`config.mk`:
```
export PLATFORM = sky130hd
export DESIGN_NAME = zc_gate_ctrl
export DESIGN_NICKNAME = d
export VERILOG_FILES = /design/src/rtl/zcg_pkg.sv /design/src/rtl/zcg_sync.sv /design/src/rtl/zcg_edge_det.sv /design/src/rtl/zcg_fsm.sv /design/src/rtl/zc_gate_ctrl.sv
export SDC_FILE = /design/constraint.sdc
export NUM_CORES = 1
export LEC_CHECK = 0
export ABC_AREA = 0
export BUFFER_PORTS_ARGS = -buffer_cell sky130_fd_sc_hd__buf_2
export CAP_MARGIN = 20
export CORE_AREA = 10 10 47 49
export DETAILED_ROUTE_END_ITERATION = 12
export DIE_AREA = 0 0 57 59
export GPL_TIMING_DRIVEN = 1
export PLACE_DENSITY = 0.3
export SLEW_MARGIN = 40
export SYNTH_ARGS = -nofsm -noshare
export SYNTH_HDL_FRONTEND = slang
export SYNTH_SLANG_ARGS = --single-unit
export TNS_END_PERCENT = 50
```
`constraint.sdc`:
```
create_clock -name clk -period 2.19 [get_ports clk]
set_input_delay 0.438 -clock clk [delete_from_list [all_inputs] [get_ports clk]]
set_output_delay 0.438 -clock clk [all_outputs]
set_load 0.01 [all_outputs]
```
`src/rtl/zcg_pkg.sv`:
```
package zcg_pkg;
    typedef enum logic [1:0] {
        S_IDLE  = 2'd0,   // switch open, no trigger
        S_ARMED = 2'd1,   // switch open, trigger seen, waiting for crossing
        S_PASS  = 2'd2,   // switch closed, trigger present
        S_HOLD  = 2'd3    // switch closed, trigger gone, waiting for crossing
    } gate_state_t;
endpackage

```
`src/rtl/zcg_sync.sv`:
```
module zcg_sync #(
    parameter int WIDTH  = 1,
    parameter int STAGES = 2
) (
    input  logic             clk,
    input  logic             rst_n,
    input  logic [WIDTH-1:0] d,
    output logic [WIDTH-1:0] q
);
    localparam int LAST = STAGES - 1;

    logic [WIDTH-1:0] stage_q [STAGES];

    for (genvar g = 0; g < STAGES; g++) begin : g_stage
        if (g == 0) begin : g_first
            always_ff @(posedge clk or negedge rst_n) begin
                if (!rst_n) stage_q[g] <= '0;
                else        stage_q[g] <= d;
            end
        end else begin : g_next
            always_ff @(posedge clk or negedge rst_n) begin
                if (!rst_n) stage_q[g] <= '0;
                else        stage_q[g] <= stage_q[g-1];
            end
        end
    end

    assign q = stage_q[LAST];
endmodule

```
`src/rtl/zcg_edge_det.sv`:
```
module zcg_edge_det (
    input  logic clk,
    input  logic rst_n,
    input  logic sig_s,
    output logic fall_pulse
);
    logic prev_q;

    always_ff @(posedge clk or negedge rst_n) begin
        if (!rst_n) prev_q <= 1'b0;
        else        prev_q <= sig_s;
    end

    // high-to-low transition of the synchronized sign
    assign fall_pulse = prev_q & ~sig_s;
endmodule

```
`src/rtl/zcg_fsm.sv`:
```
module zcg_fsm
    import zcg_pkg::*;
(
    input  logic clk,
    input  logic rst_n,
    input  logic trig_s,
    input  logic zc,
    output logic switch_en
);
    gate_state_t state_q, state_d;

    always_comb begin
        state_d = state_q;
        unique case (state_q)
            S_IDLE: begin
                if (trig_s && zc)  state_d = S_PASS;
                else if (trig_s)   state_d = S_ARMED;
            end
            S_ARMED: begin
                if (!trig_s)       state_d = S_IDLE;
                else if (zc)       state_d = S_PASS;
            end
            S_PASS: begin
                if (!trig_s && zc) state_d = S_IDLE;
                else if (!trig_s)  state_d = S_HOLD;
            end
            S_HOLD: begin
                if (trig_s)        state_d = S_PASS;
                else if (zc)       state_d = S_IDLE;
            end
        endcase
    end

    always_ff @(posedge clk or negedge rst_n) begin
        if (!rst_n) state_q <= S_IDLE;
        else        state_q <= state_d;
    end

    always_comb begin
        unique case (state_q)
            S_IDLE, S_ARMED: switch_en = 1'b0;
            S_PASS, S_HOLD:  switch_en = 1'b1;
        endcase
    end
endmodule

```
`src/rtl/zc_gate_ctrl.sv`:
```
module zc_gate_ctrl #(
    parameter int SYNC_STAGES = 2
) (
    input  logic clk,
    input  logic rst_n,
    input  logic sign_in,
    input  logic trig_in,
    output logic switch_en,
    output logic zc_pulse
);
    localparam int N_IN = 2;

    logic [N_IN-1:0] raw_in;
    logic [N_IN-1:0] sync_in;
    logic            sign_sync;
    logic            trig_sync;

    assign raw_in    = {trig_in, sign_in};
    assign sign_sync = sync_in[0];
    assign trig_sync = sync_in[1];

    zcg_sync #(.WIDTH(N_IN), .STAGES(SYNC_STAGES)) u_sync (
        .clk   (clk),
        .rst_n (rst_n),
        .d     (raw_in),
        .q     (sync_in)
    );

    zcg_edge_det u_edge (
        .clk        (clk),
        .rst_n      (rst_n),
        .sig_s      (sign_sync),
        .fall_pulse (zc_pulse)
    );

    zcg_fsm u_fsm (
        .clk       (clk),
        .rst_n     (rst_n),
        .trig_s    (trig_sync),
        .zc        (zc_pulse),
        .switch_en (switch_en)
    );
endmodule

```
==> flow_metrics.env <==
export IMPL_synth_top_family_by_area="multiplexers"
export IMPL_relSlewSlack=0.908
export IMPL_vias=99
export IMPL_setup_violations=0
export IMPL_cp_start_kind="register"
export IMPL_worstSetupPathType="reg -> out"
export IMPL_start_util=0.130
export IMPL_final_cell_mix="6 x dfrtp_1, 5 x buf_2, 3 x clkbuf_4"
export IMPL_ir_drop_mv=0.462
export IMPL_antenna_found_initial=0
export IMPL_finalCriticalPeriod_ns=1.33
export IMPL_cts_setup_buffers=0
export IMPL_fin_area_sq_um=256
export IMPL_ys_seq_area_frac=0.822
export IMPL_gr_total_overflow=0
export IMPL_drc_errors=0
export IMPL_cts_max_path_buffers=2
export IMPL_final_util=0.183
export IMPL_cp_cell_sequence="nor2b_4 > buf_2"
export IMPL_p_leak_nw=0.123
export IMPL_core_sq_um=1400
export IMPL_routedWlPerCell_um=7.73
export IMPL_path_max_fanout=2
export IMPL_root_buffer="clkbuf_4"
export IMPL_synth_xor_area_share=0
export IMPL_crit_path_max_incr_delay_ns=0.39
export IMPL_grt_pass1_wl_um=455
export IMPL_crit_arrival_ns=0.90
export IMPL_cp_required_ns=1.75
export IMPL_synth_simple_area_share=0.0753
export IMPL_clock_sinks=6
export IMPL_setup_slack_ns=0.856
export IMPL_worst_pin_slew_ns=0.138
export IMPL_synth_seq_cells=6
export IMPL_min_period_over_period=0.609
export IMPL_synth_fa_ha_area_frac=0
export IMPL_finalWeightedCongestion=0.592
export IMPL_rsz0062_at_grt="no"
export IMPL_grt_max_degree=7
export IMPL_synth_area_per_cell_sq_um=20.3
export IMPL_htreeDepth=1
export IMPL_total_power_w=0.000236
export IMPL_r2r_cells=2
export IMPL_cp_slowest_cell="dfrtp_1"
export IMPL_path_clk_slew_ns=0.04
export IMPL_port_buffers=5
export IMPL_finalHoldViolations=0
export IMPL_synth_cell_type_count=4
export IMPL_syn_nets=13
export IMPL_cts_made_buffers=3
export IMPL_p_per_area_nw_per_um2=920
export IMPL_min_path_cells=1
export IMPL_min_path_type="in -> reg"
export IMPL_die_h_um=59
export IMPL_cp_end_kind="primary output"
export IMPL_io_pins=6
export IMPL_dp_slack_ns=1.09
export IMPL_syn2layout_area_growth_pct=40.4
export IMPL_syn_area_sq_um=183
export IMPL_drt_iter0_drc=0
export IMPL_clock_latency_ns=0.24
export IMPL_cts_tree="yes"
export IMPL_num_rows=14
export IMPL_drt_wl_total_um=255
export IMPL_ant_nets=0
export IMPL_drive_gt1_frac=0.588
export IMPL_status="completed"
export IMPL_placed_area_sq_um=224
export IMPL_nets=23
export IMPL_grt_pass1_vias=122
export IMPL_antenna_cells=0
export IMPL_via_per_inst=3.00
export IMPL_layout_commonest_cell="dfrtp_1"
export IMPL_finalMaxSlewViolations=0
export IMPL_die_x_um=57
export IMPL_fin_worst_skew_ns=0.00140
export IMPL_first_pass_iters=1
export IMPL_synthCells=9
export IMPL_synth_compound_area_share=0
export IMPL_cap_violations=0
export IMPL_synthMuxAreaShare=0.0822
export IMPL_tns_ns=0
export IMPL_yosysWarningCount=0
export IMPL_fmax_mhz=750
export IMPL_dieArea_sq_um=3360
export IMPL_grt_use_total=0.0221
[critical path: cells and delay by family, from the launching register on]
kind / cells / cell delay [ns]
AND/OR/NAND/NOR: 1 / 0.13
flip-flops: 1 / 0.39
buffers and inverters: 1 / 0.14
[area by class of cell]
class	count	area, sq um
multi-input cells	2	28.8
flip-flops and latches	6	150
clock buffers	3	22.5
fillers	165	1140
well taps	16	20.0
repair buffers	6	35.0
[final timing paths]
kind                                        start                end  slack, ns
worst max register to register        u_sync.q[0]   u_fsm.state_q[1]       1.25
worst min-delay path                      sign_in  u_sync.stage_q[2]       0.31
max in group asynchronous                   rst_n        u_sync.q[0]       1.50
worst min register to register  u_sync.stage_q[3]        u_sync.q[1]       0.34
worst max-delay path                  u_sync.q[0]           zc_pulse       0.86
min in group asynchronous                   rst_n        u_sync.q[1]       0.54
[state kept, by name, summed over array words and instances (netlist names)]
register        cells
u_edge.prev_q       1
u_fsm.state_q       1
u_sync.q            2
u_sync.stage_q      2
[cell usage after synthesis]
library cell	n	area (sq um)
dfrtp_1	6	150
clkbuf_1	1	3.75
mux2_4	1	15.0
nor2b_4	1	13.8
[through the flow]
| stage | cells | hold slack, ns |
|---|---|---|
| 4_1_cts | 32 | 0.00300 |
| 2_1_floorplan | 9 | 0.142 |
| 6_report | 33 | 0.306 |
| 3_3_place_gp | 29 | 0.267 |
| 3_5_place_dp | 29 | 0.265 |
| 5_1_grt | 33 | 0.300 |
[cells by family (layout without fill, tap and decap cells)]
logic type	Yosys count	in the layout
flip-flops	6	6
buffers and inverters	1	9
multiplexers	1	1
AND/OR/NAND/NOR	1	1
[repair_timing]
| item | 4_1_cts | 5_1_grt |
|---|---|---|
| gates resized for setup | 0 | 0 |
| setup endpoints to repair | 0 | 0 |
| endpoints found under the hold margin | 0 | 3 |
| hold buffers | 0 | 1 |
[power by group]
part / internal [W] / switching, W
combinational: 0.0000107 / 0.00000723
sequential: 0.000119 / 0.00000289
clock: 0.0000616 / 0.0000349
[layer usage]
metal	track usage	part of all wire
met5	0	0
met4	0.0201	0
met3	0.0451	0.24
met2	0.0140	0.25
met1	0.0180	0.50
Note: power is estimated with default switching activity, not from simulation.
